`src/rtl/lf_pkg.sv`:
```
// Package: format constants shared by the converter and its checker.
// Assumes an IEEE-754 double as the source word and the five-byte legacy
// layout {exponent byte, sign, fraction} as the target word.
package lf_pkg;
    localparam int SRC_EXP_W  = 11;
    localparam int SRC_FRAC_W = 52;
    localparam int SRC_BIAS   = 1023;
    localparam int DST_EXP_W  = 8;
    localparam int DST_FRAC_W = 31;
    localparam int DST_BIAS   = 129;
    localparam int SRC_W      = 1 + SRC_EXP_W + SRC_FRAC_W;
    localparam int DST_W      = DST_EXP_W + 1 + DST_FRAC_W;

    typedef enum logic [1:0] {
        CLS_NORMAL  = 2'd0,
        CLS_ZERO    = 2'd1,
        CLS_SPECIAL = 2'd2
    } lf_class_e;
endpackage

```
`src/rtl/lf_classify.sv`:
```
// Module: lf_classify
// Sorts a source exponent field into zero/denormal, special (inf/NaN) or
// normal. Assumes denormals are handled as zero by the caller.
module lf_classify
    import lf_pkg::*;
#(
    parameter int EXP_W = SRC_EXP_W
) (
    input  logic [EXP_W-1:0] exp_in,
    output lf_class_e        cls
);
    // Purpose: decide the class from the all-zero and all-one exponent codes.
    always_comb begin
        if (exp_in == '0)
            cls = CLS_ZERO;
        else if (&exp_in)
            cls = CLS_SPECIAL;
        else
            cls = CLS_NORMAL;
    end
endmodule

```
`src/rtl/lf_round.sv`:
```
// Module: lf_round
// Shortens a fraction to the target width by round-to-nearest-even and
// reports a carry out of the kept bits. Assumes at least two bits are dropped.
module lf_round #(
    parameter int IN_W  = 52,
    parameter int OUT_W = 31
) (
    input  logic [IN_W-1:0]  frac_in,
    output logic [OUT_W-1:0] frac_out,
    output logic             carry
);
    localparam int DROP = IN_W - OUT_W;

    logic [OUT_W-1:0] kept;
    logic             guard;
    logic             sticky;
    logic             bump;
    logic [OUT_W:0]   sum;

    // Purpose: split the fraction into kept bits, guard bit and sticky bits.
    always_comb begin
        kept   = frac_in[IN_W-1 -: OUT_W];
        guard  = frac_in[DROP-1];
        sticky = |frac_in[DROP-2:0];
    end

    // Purpose: add one when past half, or at half with an odd kept value.
    always_comb begin
        bump     = guard & (sticky | kept[0]);
        sum      = {1'b0, kept} + {{OUT_W{1'b0}}, bump};
        frac_out = sum[OUT_W-1:0];
        carry    = sum[OUT_W];
    end
endmodule

```
`src/rtl/lf_rebias.sv`:
```
// Module: lf_rebias
// Moves a biased exponent to the target bias, folds in a rounding carry and
// flags results above or below the target's usable range 1..2^W-1.
module lf_rebias #(
    parameter int IN_EXP_W  = 11,
    parameter int OUT_EXP_W = 8,
    parameter int IN_BIAS   = 1023,
    parameter int OUT_BIAS  = 129
) (
    input  logic [IN_EXP_W-1:0]  exp_in,
    input  logic                 carry,
    output logic [OUT_EXP_W-1:0] exp_out,
    output logic                 ovf,
    output logic                 unf
);
    localparam int SW = IN_EXP_W + 2;
    localparam logic signed [SW-1:0] OFF_S = SW'(IN_BIAS - OUT_BIAS);
    localparam logic signed [SW-1:0] MAX_S = SW'((2 ** OUT_EXP_W) - 1);
    localparam logic signed [SW-1:0] ONE_S = SW'(1);

    logic signed [SW-1:0] adj;

    // Purpose: signed rebias so underflow shows as a value below one.
    always_comb begin
        adj     = $signed({2'b00, exp_in}) + $signed({{(SW-1){1'b0}}, carry}) - OFF_S;
        ovf     = adj > MAX_S;
        unf     = adj < ONE_S;
        exp_out = adj[OUT_EXP_W-1:0];
    end
endmodule

```
`src/rtl/f64_to_legacy_float.sv`:
```
// Module: f64_to_legacy_float
// Converts a double into the five-byte legacy float {exp8, sign, frac31}.
// The output is registered one cycle after acceptance and there is no
// output back-pressure, so the block is ready on every cycle after reset.
module f64_to_legacy_float
    import lf_pkg::*;
(
    input  logic             clk,
    input  logic             rst_n,
    input  logic             in_valid,
    output logic             in_ready,
    input  logic [SRC_W-1:0] in_data,
    output logic             out_valid,
    output logic [DST_W-1:0] out_data,
    output logic             out_err
);
    logic                  src_sign;
    logic [SRC_EXP_W-1:0]  src_exp;
    logic [SRC_FRAC_W-1:0] src_frac;
    lf_class_e             cls;
    logic [DST_FRAC_W-1:0] rnd_frac;
    logic                  rnd_carry;
    logic [DST_EXP_W-1:0]  new_exp;
    logic                  exp_ovf;
    logic                  exp_unf;
    logic [DST_W-1:0]      nxt_data;
    logic                  nxt_err;
    logic                  rdy_q;

    // Purpose: split the source word into its three fields.
    always_comb begin
        src_sign = in_data[SRC_W-1];
        src_exp  = in_data[SRC_W-2 -: SRC_EXP_W];
        src_frac = in_data[SRC_FRAC_W-1:0];
    end

    lf_classify #(.EXP_W(SRC_EXP_W)) u_cls (
        .exp_in (src_exp),
        .cls    (cls)
    );

    lf_round #(.IN_W(SRC_FRAC_W), .OUT_W(DST_FRAC_W)) u_rnd (
        .frac_in  (src_frac),
        .frac_out (rnd_frac),
        .carry    (rnd_carry)
    );

    lf_rebias #(
        .IN_EXP_W  (SRC_EXP_W),
        .OUT_EXP_W (DST_EXP_W),
        .IN_BIAS   (SRC_BIAS),
        .OUT_BIAS  (DST_BIAS)
    ) u_reb (
        .exp_in  (src_exp),
        .carry   (rnd_carry),
        .exp_out (new_exp),
        .ovf     (exp_ovf),
        .unf     (exp_unf)
    );

    // Purpose: choose the result word and error flag for this input.
    always_comb begin
        nxt_data = '0;
        nxt_err  = 1'b0;
        if (cls == CLS_SPECIAL)
            nxt_err = 1'b1;
        else if (cls == CLS_ZERO || exp_unf)
            nxt_err = 1'b0;
        else if (exp_ovf)
            nxt_err = 1'b1;
        else
            nxt_data = {new_exp, src_sign, rnd_frac};
    end

    // Purpose: ready flag that rises on the first clock after reset.
    always_ff @(posedge clk) begin
        if (!rst_n)
            rdy_q <= 1'b0;
        else
            rdy_q <= 1'b1;
    end

    assign in_ready = rdy_q;

    // Purpose: output register, loaded once per accepted input.
    always_ff @(posedge clk) begin
        if (!rst_n) begin
            out_valid <= 1'b0;
            out_data  <= '0;
            out_err   <= 1'b0;
        end else begin
            out_valid <= in_valid && rdy_q;
            if (in_valid && rdy_q) begin
                out_data <= nxt_data;
                out_err  <= nxt_err;
            end
        end
    end
endmodule

```
`config.mk`:
```
export PLATFORM = sky130hd
export DESIGN_NAME = f64_to_legacy_float
export DESIGN_NICKNAME = d
export VERILOG_FILES = /design/src/rtl/lf_pkg.sv /design/src/rtl/lf_classify.sv /design/src/rtl/lf_round.sv /design/src/rtl/lf_rebias.sv /design/src/rtl/f64_to_legacy_float.sv
export SDC_FILE = /design/constraint.sdc
export NUM_CORES = 1
export LEC_CHECK = 0
export BUFFER_PORTS_ARGS = -buffer_cell sky130_fd_sc_hd__buf_2
export CORE_MARGIN = 1
export CORE_UTILIZATION = 40
export DETAILED_ROUTE_END_ITERATION = 10
export PLACE_DENSITY = 0.65
export RECOVER_POWER = 50
export SYNTH_ARGS = -nofsm -noshare
export SYNTH_HDL_FRONTEND = slang
export SYNTH_SLANG_ARGS = --single-unit
```
`constraint.sdc`:
```
create_clock -name clk -period 4.1 [get_ports clk]
set_input_delay 0.205 -clock clk [delete_from_list [all_inputs] [get_ports clk]]
set_output_delay 0.205 -clock clk [all_outputs]
set_load 0.01 [all_outputs]
```
==> tab_implementation.tex, run 1 <==
\begin{tabular}{lr}
\hline
Metric & Value \\
\hline
\multicolumn{2}{l}{\textbf{Clock network}} \\
\quad Clock tree sinks & 43 \\
\quad \# H-tree levels & 2 \\
\quad Clock transition at the register clock pins on the worst setup and hold paths after CTS & 0.09 ns \\
\quad Root buffer selected by CTS & clkbuf\_8 \\
\quad Clock buffers created by TritonCTS & 5 \\
\quad \# hold bufs at CTS & 0 \\
\quad CTS tree & yes \\
\quad Clock buffer depth & 2 \\
\quad Insertion delay of the later-clocked pin in the worst-skew pair & 0.31 ns \\
\multicolumn{2}{l}{\textbf{Run}} \\
\quad Number of violations of the max-capacitance limit & 0 \\
\multicolumn{2}{l}{\textbf{Synth}} \\
\quad Share of the yosys chip area belonging to registers & 0.266 \\
\quad Post-Syn Area & approximately 3200 sq um \\
\quad Number of synthesized flops with an enable pin & 0 \\
\quad Synthesized-area fraction occupied by ao, oa, aoi and oai cells & 0.212 \\
\quad Synth Instances & 430 \\
\quad Total of warnings raised by yosys & 0 \\
\quad Xor and xnor area share after synthesis & 0.0994 \\
\quad Combinational family with the most area after synthesis & simple AND/OR/NAND/NOR gates \\
\quad Async S/R FF share, synth & 0 \\
\quad Commonest register cell after synthesis & dfxtp\_1 \\
\quad Adder and majority gate portion of the synthesized area & 0.0193 \\
\quad Syn Area/Cell & 7.52 sq um \\
\quad Mux cell area share after synthesis & 0.00309 \\
\quad Library cells used by synthesis & 52 \\
\quad Syn nets & 502 \\
\quad Post-synthesis simple-gate area fraction & 0.346 \\
\quad Number of synthesized register bits & 43 \\
\multicolumn{2}{l}{\textbf{Setup path}} \\
\quad Crit path max-delay cell type & or4\_1 \\
\quad Crit path capture type & flop \\
\quad Required time at the worst-slack endpoint & 4.30 ns \\
\quad Type of element launching the critical path & primary input \\
\quad Chain of cells forming the critical path & buf\_2, nand4\_1, nor3\_2, nand4\_1, or3\_1, nor3\_2, ha\_2, ha\_2, nand2b\_1, or4\_1, a32oi\_2, nand2b\_1, or4\_1, a211o\_1, buf\_12, o41ai\_1 \\
\quad Largest fanout on the critical path & 19 \\
\quad Top delay family on crit path & simple AND/OR/NAND/NOR gates \\
\quad Critical path class & in2reg \\
\quad CP arrival & 4.05 ns \\
\quad Crit path largest cell delay & 0.55 ns \\
\quad Worst path bufs/invs & 2 \\
\multicolumn{2}{l}{\textbf{Detailed routing}} \\
\quad Initial drt markers & roughly 160 \\
\quad Detail-routed via count per cell & between 5 and 6 \\
\quad Number of routed nets with antenna violations & 0 \\
\quad Post-detailed-routing wire length & 9830 microns \\
\quad Detailed-route wire length per cell & between 10 and 15 microns \\
\quad Via count & 3675 \\
\quad 1st-pass router iterations & 5 \\
\quad Remaining DRCs & 0 \\
\multicolumn{2}{l}{\textbf{Global routing}} \\
\quad Global-route usage over all layers & 0.233 \\
\quad Wire length of the first global-routing pass & 15800 microns \\
\quad Number of global-route vias before repair & 3317 \\
\quad Initial antenna violation count & 0 \\
\quad Total gr overflow & 0 \\
\quad Maximum number of pins on one net before global-route repair & 41 \\
\multicolumn{2}{l}{\textbf{Cells and area}} \\
\quad Count of filler cells inserted in the layout & 791 \\
\quad Layout cells sized above 1 & 0.261 \\
\quad Multi-input gate area & 2230 sq um \\
\quad Finished Layout Cells & about 670 \\
\quad Number of nets in the finished design & 637 \\
\quad Post-route cell area & around 4300 sq um \\
\quad Reg area & 861 sq um \\
\quad Signed area change from the synthesized netlist to the final layout & 32.6\% \\
\quad Antenna diode count & 0 \\
\multicolumn{2}{l}{\textbf{STA}} \\
\quad Min Clock Period, post-route & 3.85 ns \\
\quad Number of hold violations in the final report & 0 \\
\quad Final critical-path share of the clock period & 0.938 \\
\quad Least-Margin Pin Slew & approximately 0.56 ns \\
\quad Post-layout worst setup margin & $\sim$0.25 ns \\
\quad Final total negative setup slack & 0 ns \\
\quad Pins over their slew limit & 0 \\
\quad Highest clock rate & between 200 and 300 MHz \\
\quad Final setup violating endpoints & 0 \\
\quad Fin Hold WS & 0.0313 ns \\
\quad Slew headroom & 0.623 \\
\quad Worst clock skew & 0.0114 ns \\
\multicolumn{2}{l}{\textbf{Status}} \\
\quad Status & completed \\
\multicolumn{2}{l}{\textbf{Placed design}} \\
\quad Detailed Place HPWL & 7670 microns \\
\quad Placed cell count & 660 \\
\quad Count of port buffers added during placement & 109 \\
\quad Area of placed instances & 4220 sq um \\
\quad Last weighted congestion value of the routability-driven placer & 0.913 \\
\quad Worst slack at placement & -0.256 ns \\
\multicolumn{2}{l}{\textbf{Power and ir drop}} \\
\quad IR drop worst, VDD & 125 uV \\
\quad Cell Pwr Density & between 200 and 250 nW/um\^{}2 \\
\quad Leakage power of the design & roughly 0.0017 uW \\
\multicolumn{2}{l}{\textbf{Floorplan}} \\
\quad Initial cell density of the core & 0.416 \\
\quad Number of cell rows & 32 \\
\quad Die span in y & 91.9 microns \\
\quad CORE AREA & 7770 sq um \\
\quad Overall die width & 91.9 microns \\
\quad IO Pins & 110 \\
\quad Die Outline Area & $\sim$8400 sq um \\
\multicolumn{2}{l}{\textbf{Hold path}} \\
\quad Worst min-delay path class & in2reg \\
\hline
\end{tabular}
[layout by cell type (no fill, tap or decap), drive strengths merged, types with 3 or more instances in the layout]
cell	Yosys	routed
o21ai	36	36
ha	5	5
or4	7	7
nor3	12	12
xor2	9	9
nor4	10	10
and2	10	10
nand3	22	22
or3	5	5
buf	8	116
nand2b	4	4
o211ai	4	4
dfxtp	43	43
o31ai	3	3
a21boi	3	3
nor2	28	28
o41ai	13	13
a21oi	12	12
nand2	61	61
xnor2	25	25
nand4	34	34
and4	4	4
clkbuf	22	47
and3	7	7
inv	14	15
[where the power goes]
part,leakage [uW],total (uW),switching [uW],internal (uW)
registers,0.000347,427,3.80,423
logic,0.00128,230,131,98.4
clock network,0.0000408,290,168,122
total,0.00167,947,303,644
[registers in the layout, indices dropped and copies added, names as in the netlist]
signal     count
out_err        1
out_data      40
out_valid      1
in_ready       1
[cells by family after synthesis]
group           count (synthesis)
flops                          43
compound gates                 88
xor+xnor                       35
fa+ha+maj                       5
mux                             1
simple gates                  214
buf+inv                        44
[area by class of cell]
type / instances / share of cell area
timing repair buffer: 158 / 0.215
clock inverter: 3 / 0.00554
sequential: 43 / 0.201
multi-input combinational: 343 / 0.520
inverter: 14 / 0.0123
clock buffer: 5 / 0.0160
tap: 102 / 0.0298
[layer usage]
metal	global-route usage	routed length, microns
met5	0	0
met4	0.0586	138
met3	0.0381	668
met2	0.377	4530
met1	0.322	4490
[cells in the mapped netlist (2+ instances only)]
| master | n | area (sq um) |
|---|---|---|
| nor4_1 | 10 | 62.6 |
| o31a_1 | 2 | 17.5 |
| and4_1 | 4 | 35.0 |
| and3b_1 | 2 | 17.5 |
| nand2b_1 | 4 | 25.0 |
| o41ai_2 | 12 | 195 |
| nand4_1 | 34 | 213 |
| and4b_1 | 2 | 20.0 |
| xnor2_1 | 25 | 219 |
| xor2_1 | 9 | 78.8 |
| nand2_1 | 61 | 229 |
| nand3b_1 | 2 | 15.0 |
| and3_1 | 7 | 43.8 |
| a21oi_1 | 12 | 60.1 |
| a21boi_0 | 3 | 22.5 |
| a211o_1 | 2 | 17.5 |
| o211ai_1 | 4 | 30.0 |
| a22oi_1 | 2 | 15.0 |
| nand3_1 | 21 | 105 |
| nor2_1 | 28 | 105 |
| ha_1 | 5 | 62.6 |
| nor3_1 | 12 | 60.1 |
| or4_1 | 7 | 52.6 |
| o21ai_0 | 10 | 50.1 |
| dfxtp_1 | 43 | 861 |
| buf_2 | 6 | 30.0 |
| or3_1 | 5 | 31.3 |
| o311ai_0 | 2 | 17.5 |
| o21ai_1 | 26 | 130 |
| clkbuf_1 | 22 | 82.6 |
| o31ai_1 | 3 | 22.5 |
| inv_1 | 14 | 52.6 |
| and2_1 | 10 | 62.6 |
[metrics by stage]
stage,total power [uW],util
after floorplan,552,-
after global placement,662,0.544
after detailed placement,665,0.544
after CTS,951,0.556
after global routing,992,0.552
final,947,0.552
[path summary, 6_finish.rpt]
kind	from	cells past startpoint	slack, ns	end
worst max register to register	in_ready	6	2.24	out_data[19]
worst min register to register	out_data[10]	2	0.44	out_data[10]
worst max-delay path	in_data[21]	16	0.25	out_data[19]
worst min-delay path	rst_n	1	0.03	in_ready
[repair_timing]
item,CTS,global route
buffers inserted,0,0
gates resized for setup,0,6
setup endpoints to repair,0,41
(Power assumes the default switching activity.)
==> run 2: changes to the inputs <==
--- a/config.mk
+++ b/config.mk
@@ -7,9 +7,10 @@
 export LEC_CHECK = 0
 export BUFFER_PORTS_ARGS = -buffer_cell sky130_fd_sc_hd__buf_2
 export CORE_MARGIN = 1
-export CORE_UTILIZATION = 40
+export CORE_UTILIZATION = 46
+export CTS_CLUSTER_DIAMETER = 50
 export DETAILED_ROUTE_END_ITERATION = 10
-export PLACE_DENSITY = 0.65
+export PLACE_DENSITY = 0.74
 export RECOVER_POWER = 50
 export SYNTH_ARGS = -nofsm -noshare
 export SYNTH_HDL_FRONTEND = slang
==> run 2 against run 1 <==
  * Clock skew is 0.0062 ns lower
  * Cell area down 0.82%
  * Combinational power about the same
  * Non-clock buffer count shrank 1
  * Count of clock-buffer cells in the layout grew 1
  * Critical path depth did not move
  * Core utilization is 7.4 points higher
  * Clock power decreased by 4%
  * Final cell count fell by 1.2%
  * Sequential share of layout area increased by 0.17 points
  * First-iteration DRC count is 53% higher
  * Largest cell class unchanged
  * Largest power group unchanged
==> tab_implementation.tex, run 2 (synthesis results as in run 1) <==
\begin{tabular}{lr}
\hline
Metric & Value \\
\hline
\multicolumn{2}{l}{\textbf{Hold path}} \\
\quad Worst min-delay path class & in2reg \\
\multicolumn{2}{l}{\textbf{Setup path}} \\
\quad Crit path largest cell delay & 0.55 ns \\
\quad Critical path class & in2reg \\
\quad Required time at the worst-slack endpoint & 4.30 ns \\
\quad Type of element launching the critical path & primary input \\
\quad Crit path max-delay cell type & or4\_1 \\
\quad Chain of cells forming the critical path & buf\_2, nand4\_1, nor3\_2, nand4\_1, or3\_1, nor3\_2, ha\_1, ha\_2, nand2b\_1, or4\_1, a32oi\_2, nand2b\_1, or4\_1, a211o\_1, buf\_12, o41ai\_2 \\
\quad CP arrival & around 4 ns \\
\quad Crit path capture type & flop \\
\quad Largest fanout on the critical path & 21 \\
\multicolumn{2}{l}{\textbf{Floorplan}} \\
\quad Number of cell rows & 30 \\
\quad Die Outline Area & roughly 7400 sq um \\
\quad Initial cell density of the core & 0.476 \\
\quad CORE AREA & roughly 6800 sq um \\
\quad Die span in y & 85.9 microns \\
\quad IO Pins & 110 \\
\quad Overall die width & about 86 microns \\
\multicolumn{2}{l}{\textbf{Cells and area}} \\
\quad Most common library cell in the layout ignoring fill and taps & buf\_2 \\
\quad Layout cells sized above 1 & 0.261 \\
\quad Antenna diode count & 0 \\
\quad Number of nets in the finished design & between 600 and 700 \\
\quad Signed area change from the synthesized netlist to the final layout & 31.5\% \\
\quad Flip-flop count of the largest register, all copies and words added & 40 \\
\quad Leading cell types in the layout, fill and taps excluded & buf\_2, nand2\_1, buf\_4 \\
\quad Finished Layout Cells & 660 \\
\quad Count of filler cells inserted in the layout & approximately 670 \\
\quad Most flops, register & out\_data \\
\multicolumn{2}{l}{\textbf{Run}} \\
\quad Number of violations of the max-capacitance limit & 0 \\
\multicolumn{2}{l}{\textbf{Clock network}} \\
\quad CTS tree & yes \\
\quad Setup fix buffers added after clock tree synthesis & 0 \\
\quad Insertion delay of the later-clocked pin in the worst-skew pair & 0.29 ns \\
\quad Clock buffers created by TritonCTS & 5 \\
\quad Clock tree sinks & 43 \\
\quad \# H-tree levels & 2 \\
\quad Root buffer selected by CTS & clkbuf\_8 \\
\quad Clock transition at the register clock pins on the worst setup and hold paths after CTS & 0.08 ns \\
\quad Clock buffer depth & 2 \\
\multicolumn{2}{l}{\textbf{Detailed routing}} \\
\quad Detail-routed via count per cell & 5.67 \\
\quad Remaining DRCs & 0 \\
\quad Post-detailed-routing wire length & 9470 microns \\
\quad Detailed-route wire length per cell & 14.3 microns \\
\quad Via count & 3740 \\
\quad 1st-pass router iterations & 5 \\
\quad Initial drt markers & approximately 240 \\
\quad Number of routed nets with antenna violations & 0 \\
\multicolumn{2}{l}{\textbf{Global routing}} \\
\quad Global-route usage over all layers & 0.262 \\
\quad Maximum number of pins on one net before global-route repair & 41 \\
\quad Number of global-route vias before repair & between 3000 and 4000 \\
\quad Initial antenna violation count & 0 \\
\quad Total gr overflow & 0 \\
\quad Wire length of the first global-routing pass & about 16000 microns \\
\multicolumn{2}{l}{\textbf{STA}} \\
\quad Min Clock Period, post-route & approximately 3.8 ns \\
\quad Worst clock skew & 0.00522 ns \\
\quad Final setup violating endpoints & 0 \\
\quad Slew headroom & 0.599 \\
\quad Unrepaired setup endpoints after global routing & no \\
\quad Highest clock rate & 261 MHz \\
\quad Least-Margin Pin Slew & between 0.5 and 0.6 ns \\
\quad Pins over their slew limit & 0 \\
\quad Number of hold violations in the final report & 0 \\
\quad Final critical-path share of the clock period & 0.933 \\
\multicolumn{2}{l}{\textbf{Status}} \\
\quad Status & completed \\
\multicolumn{2}{l}{\textbf{Placed design}} \\
\quad Detailed Place HPWL & around 7300 microns \\
\quad Count of port buffers added during placement & 109 \\
\quad Placed cell count & 653 \\
\quad Last weighted congestion value of the routability-driven placer & around 0.9 \\
\multicolumn{2}{l}{\textbf{Power and ir drop}} \\
\quad IR drop worst, VDD & around 190 uV \\
\quad Leakage power of the design & 0.00167 uW \\
\quad Cell Pwr Density & $\sim$220 nW/um\^{}2 \\
\quad Overall power after layout & roughly 930 uW \\
\hline
\end{tabular}
==> run 2: metrics by stage <==
step	util	hold slack [ns]	setup WS (ns)	area (sq um)	TNS, ns
6_report	0.626	0.0543	0.275	4250	0
3_3_place_gp	0.616	0.331	-0.113	4180	-2.27
3_5_place_dp	0.616	0.339	-0.178	4180	-4.29
5_1_grt	0.626	0.0474	0.00829	4250	0
2_1_floorplan	-	0.233	0.151	3230	0
4_1_cts	0.629	0.0333	0.106	4270	0
==> run 2: routing by layer <==
metal | up-vias | global-route usage | share of wire
li1 | 1847 | - | -
met1 | 1721 | 0.355 | 0.45
met2 | 154 | 0.445 | 0.47
met3 | 18 | 0.0318 | 0.058
met4 | 0 | 0.0636 | 0.016
met5 | - | 0 | 0
==> run 2: worst paths after layout <==
check | to | from | slack (ns) | depth (start not counted)
max | out_data[27] | in_data[21] | 0.28 | 16
min | in_ready | rst_n | 0.05 | 1
max reg2reg | out_data[27] | in_ready | 2.21 | 6
min reg2reg | out_data[22] | out_data[22] | 0.45 | 2
==> run 2: final cells by class <==
type,count,area (sq um),share of cell area
Clock buffer,6,82.6,0.0194
Clock inverter,1,5.00,0.00118
Inverter,14,52.6,0.0124
Multi-Input combinational cell,343,2240,0.526
Sequential cell,43,861,0.202
Tap cell,96,120,0.0282
Timing Repair Buffer,157,896,0.211
==> run 2: worst max-delay path: cells and delay by family <==
| kind | cells | cell delay, ns |
|---|---|---|
| buffers and inverters | 2 | 0.28 |
| AO/OA/AOI/OAI | 3 | 0.95 |
| AND/OR/NAND/NOR | 9 | 2.23 |
| adder cells (fa/ha/maj) | 2 | 0.36 |
==> run 2: power by group <==
part | internal, uW | switching [uW] | total (uW)
sequential | 423 | 3.37 | 426
combinational | 96.5 | 131 | 227
clock | 132 | 144 | 277
total | 652 | 278 | 930
==> run 2: repair_timing <==
item | 4_1_cts | 5_1_grt
hold buffers | 0 | 0
gates resized for setup | 0 | 7
endpoints found under the setup margin | 0 | 41
==> run 3: changes to the inputs <==
--- a/config.mk
+++ b/config.mk
@@ -6,7 +6,7 @@
 export NUM_CORES = 1
 export LEC_CHECK = 0
 export BUFFER_PORTS_ARGS = -buffer_cell sky130_fd_sc_hd__buf_2
-export CORE_MARGIN = 1
+export CORE_MARGIN = 4
 export CORE_UTILIZATION = 46
 export CTS_CLUSTER_DIAMETER = 50
 export DETAILED_ROUTE_END_ITERATION = 10
==> run 3 against run 2 <==
  * Sequential power hardly changed
  * Register-to-register slack worse by 0.04 ns
  * Clock skew is 0.0033 ns higher
  * Wire length is 3.3% higher
  * Final cell count is 0.15% higher
  * Via count is 1.7% lower
  * Die area is 14% higher
  * Clock power is 4% lower
  * Non-clock buffer count stayed put
  * Core utilization is 0.46 points lower
  * Critical path type unchanged
  * Largest cell class unchanged
==> tab_implementation.tex, run 3 (synthesis results as in run 1) <==
\begin{tabular}{lr}
\hline
Metric & Value \\
\hline
\multicolumn{2}{l}{\textbf{Floorplan}} \\
\quad Die Outline Area & 8440 sq um \\
\quad Overall die width & 91.9 microns \\
\quad Initial cell density of the core & 0.476 \\
\quad Number of cell rows & 30 \\
\quad CORE AREA & about 6800 sq um \\
\quad IO Pins & 110 \\
\quad Die span in y & around 92 microns \\
\multicolumn{2}{l}{\textbf{Global routing}} \\
\quad Initial antenna violation count & 0 \\
\quad Most Used Layer, Global Route & met2 \\
\quad Total gr overflow & 0 \\
\quad Met3 demand-to-capacity share in global routing & 0.0410 \\
\quad Met2 track demand over resource in global routing & 0.356 \\
\quad Number of global-route vias before repair & 3356 \\
\quad Wire length of the first global-routing pass & 15700 microns \\
\quad Global-route usage over all layers & 0.223 \\
\quad Met1 layer usage reported by global route & 0.311 \\
\quad Maximum number of pins on one net before global-route repair & 41 \\
\multicolumn{2}{l}{\textbf{Hold path}} \\
\quad Worst min-delay path class & in2reg \\
\multicolumn{2}{l}{\textbf{Detailed routing}} \\
\quad Number of routed nets with antenna violations & 0 \\
\quad Detail-routed via count per cell & roughly 5.6 \\
\quad Initial drt markers & 181 \\
\quad Detailed-route wire length per cell & 14.8 microns \\
\quad Post-detailed-routing wire length & just under 10000 microns \\
\quad Via count & about 3700 \\
\quad 1st-pass router iterations & 5 \\
\quad Remaining DRCs & 0 \\
\multicolumn{2}{l}{\textbf{Cells and area}} \\
\quad Most common library cell in the layout ignoring fill and taps & buf\_2 \\
\quad Number of nets in the finished design & 636 \\
\quad Layout cells sized above 1 & 0.255 \\
\quad Leading cell types in the layout, fill and taps excluded & buf\_2, nand2\_1, buf\_4 \\
\quad Flip-flop count of the largest register, all copies and words added & 40 \\
\quad Antenna diode count & 0 \\
\quad Signed area change from the synthesized netlist to the final layout & 30.5\% \\
\quad Most flops, register & out\_data \\
\quad Finished Layout Cells & 661 \\
\multicolumn{2}{l}{\textbf{Setup path}} \\
\quad Crit path capture type & flop \\
\quad Chain of cells forming the critical path & buf\_2, nand4\_1, nor3\_2, nand4\_1, or3\_1, nor3\_2, ha\_2, ha\_1, nand2b\_1, or4\_1, a32oi\_2, nand2b\_1, or4\_1, a211o\_1, buf\_12, o41ai\_2 \\
\quad CP arrival & just over 4 ns \\
\quad Worst path bufs/invs & 2 \\
\quad Crit path max-delay cell type & or4\_1 \\
\quad Critical path class & in2reg \\
\quad Largest fanout on the critical path & 22 \\
\quad Crit path largest cell delay & 0.53 ns \\
\quad Top delay family on crit path & simple AND/OR/NAND/NOR gates \\
\quad Type of element launching the critical path & primary input \\
\quad Required time at the worst-slack endpoint & 4.29 ns \\
\multicolumn{2}{l}{\textbf{Power and ir drop}} \\
\quad Internal Power & 636 uW \\
\quad Relative contribution of sequential cells to total power & 0.465 \\
\quad Power share of the combinational group & 0.245 \\
\quad Overall power after layout & $\sim$900 uW \\
\quad Leakage power of the design & 0.00165 uW \\
\quad Total net switching power & 281 uW \\
\quad Switching Share & 0.306 \\
\quad IR drop worst, VDD & 129 uV \\
\quad Proportion of power drawn by the clock network & 0.290 \\
\quad Cell Pwr Density & approximately 220 nW/um\^{}2 \\
\multicolumn{2}{l}{\textbf{Clock network}} \\
\quad Clock tree sinks & 43 \\
\quad \# H-tree levels & 2 \\
\quad Clock buffer depth & 2 \\
\quad CTS tree & yes \\
\quad \# hold bufs at CTS & 0 \\
\quad Root buffer selected by CTS & clkbuf\_8 \\
\quad Insertion delay of the later-clocked pin in the worst-skew pair & 0.30 ns \\
\quad Clock buffers created by TritonCTS & 5 \\
\quad Clock transition at the register clock pins on the worst setup and hold paths after CTS & 0.08 ns \\
\multicolumn{2}{l}{\textbf{Placed design}} \\
\quad Count of port buffers added during placement & 109 \\
\quad Detailed Place HPWL & 7640 microns \\
\quad Last weighted congestion value of the routability-driven placer & about 0.9 \\
\quad Placed cell count & 653 \\
\multicolumn{2}{l}{\textbf{STA}} \\
\quad Pins over their slew limit & 0 \\
\quad Number of hold violations in the final report & 0 \\
\quad Worst clock skew & 0.00855 ns \\
\quad Final critical-path share of the clock period & 0.962 \\
\quad Min Clock Period, post-route & 3.95 ns \\
\quad Highest clock rate & 253 MHz \\
\quad Least-Margin Pin Slew & 0.700 ns \\
\quad Final setup violating endpoints & 0 \\
\quad Slew headroom & 0.528 \\
\multicolumn{2}{l}{\textbf{Status}} \\
\quad Status & completed \\
\multicolumn{2}{l}{\textbf{Run}} \\
\quad Number of violations of the max-capacitance limit & 0 \\
\hline
\end{tabular}
==> run 3: cell count changes in the layout (fill, tap and decap cells not counted), sizes merged <==
cell | previous run | this run
clkinvlp | 0 | 1
buf | 116 | 115
clkbuf | 47 | 48
==> run 3: final timing paths <==
kind / startpoint / endpoint / slack (ns) / cells past startpoint
max: in_data[21] / out_data[29] / 0.15 / 16
min: rst_n / in_ready / 0.05 / 1
max reg2reg: in_ready / out_data[29] / 2.17 / 6
min reg2reg: out_data[13] / out_data[13] / 0.45 / 2
==> run 3: power by group through the flow <==
stage	combinational, uW	clock [uW]	sequential [uW]
2_1_floorplan	113	0	438
3_3_place_gp	219	0	436
3_5_place_dp	222	0	436
4_1_cts	223	276	426
5_1_grt	246	294	427
6_report	224	266	426
==> run 3: stage by stage <==
step	TNS [ns]	hold WS [ns]	util	worst slack, ns	cell area (sq um)
floorplan	0	0.233	-	0.151	3230
CTS	0	0.0268	0.627	0.0701	4260
finish	0	0.0531	0.621	0.154	4220
detailed placement	-6.00	0.338	0.614	-0.236	4170
global placement	-1.44	0.333	0.614	-0.0947	4170
global route	-0.228	0.0455	0.621	-0.0521	4220
==> run 3: final cells by class <==
cell class,count,area (sq um)
Clock buffer,6,72.6
Clock inverter,2,12.5
Fill cell,640,2570
Inverter,14,52.6
Multi-Input combinational cell,343,2220
Sequential cell,43,861
Tap cell,96,120
Timing Repair Buffer,157,878
==> run 3: layer usage <==
metal,share of wire,up-vias
met5,0,-
met4,0.013,0
met3,0.061,10
met2,0.46,138
met1,0.47,1681
li1,-,1848
==> run 3: repair_timing <==
action | in CTS | in global routing
endpoints found under the setup margin | 0 | 41
buffers inserted | 0 | 0
resized for setup | 0 | 4
==> run 3: worst reg2reg max path, stage by stage, from the launching register on <==
cell,delay [ns]
dfxtp_1,0.42
o311ai_0,0.24
a21oi_1,0.18
o211ai_1,0.12
a211o_1,0.36
buf_12,0.19
o41ai_2,0.33
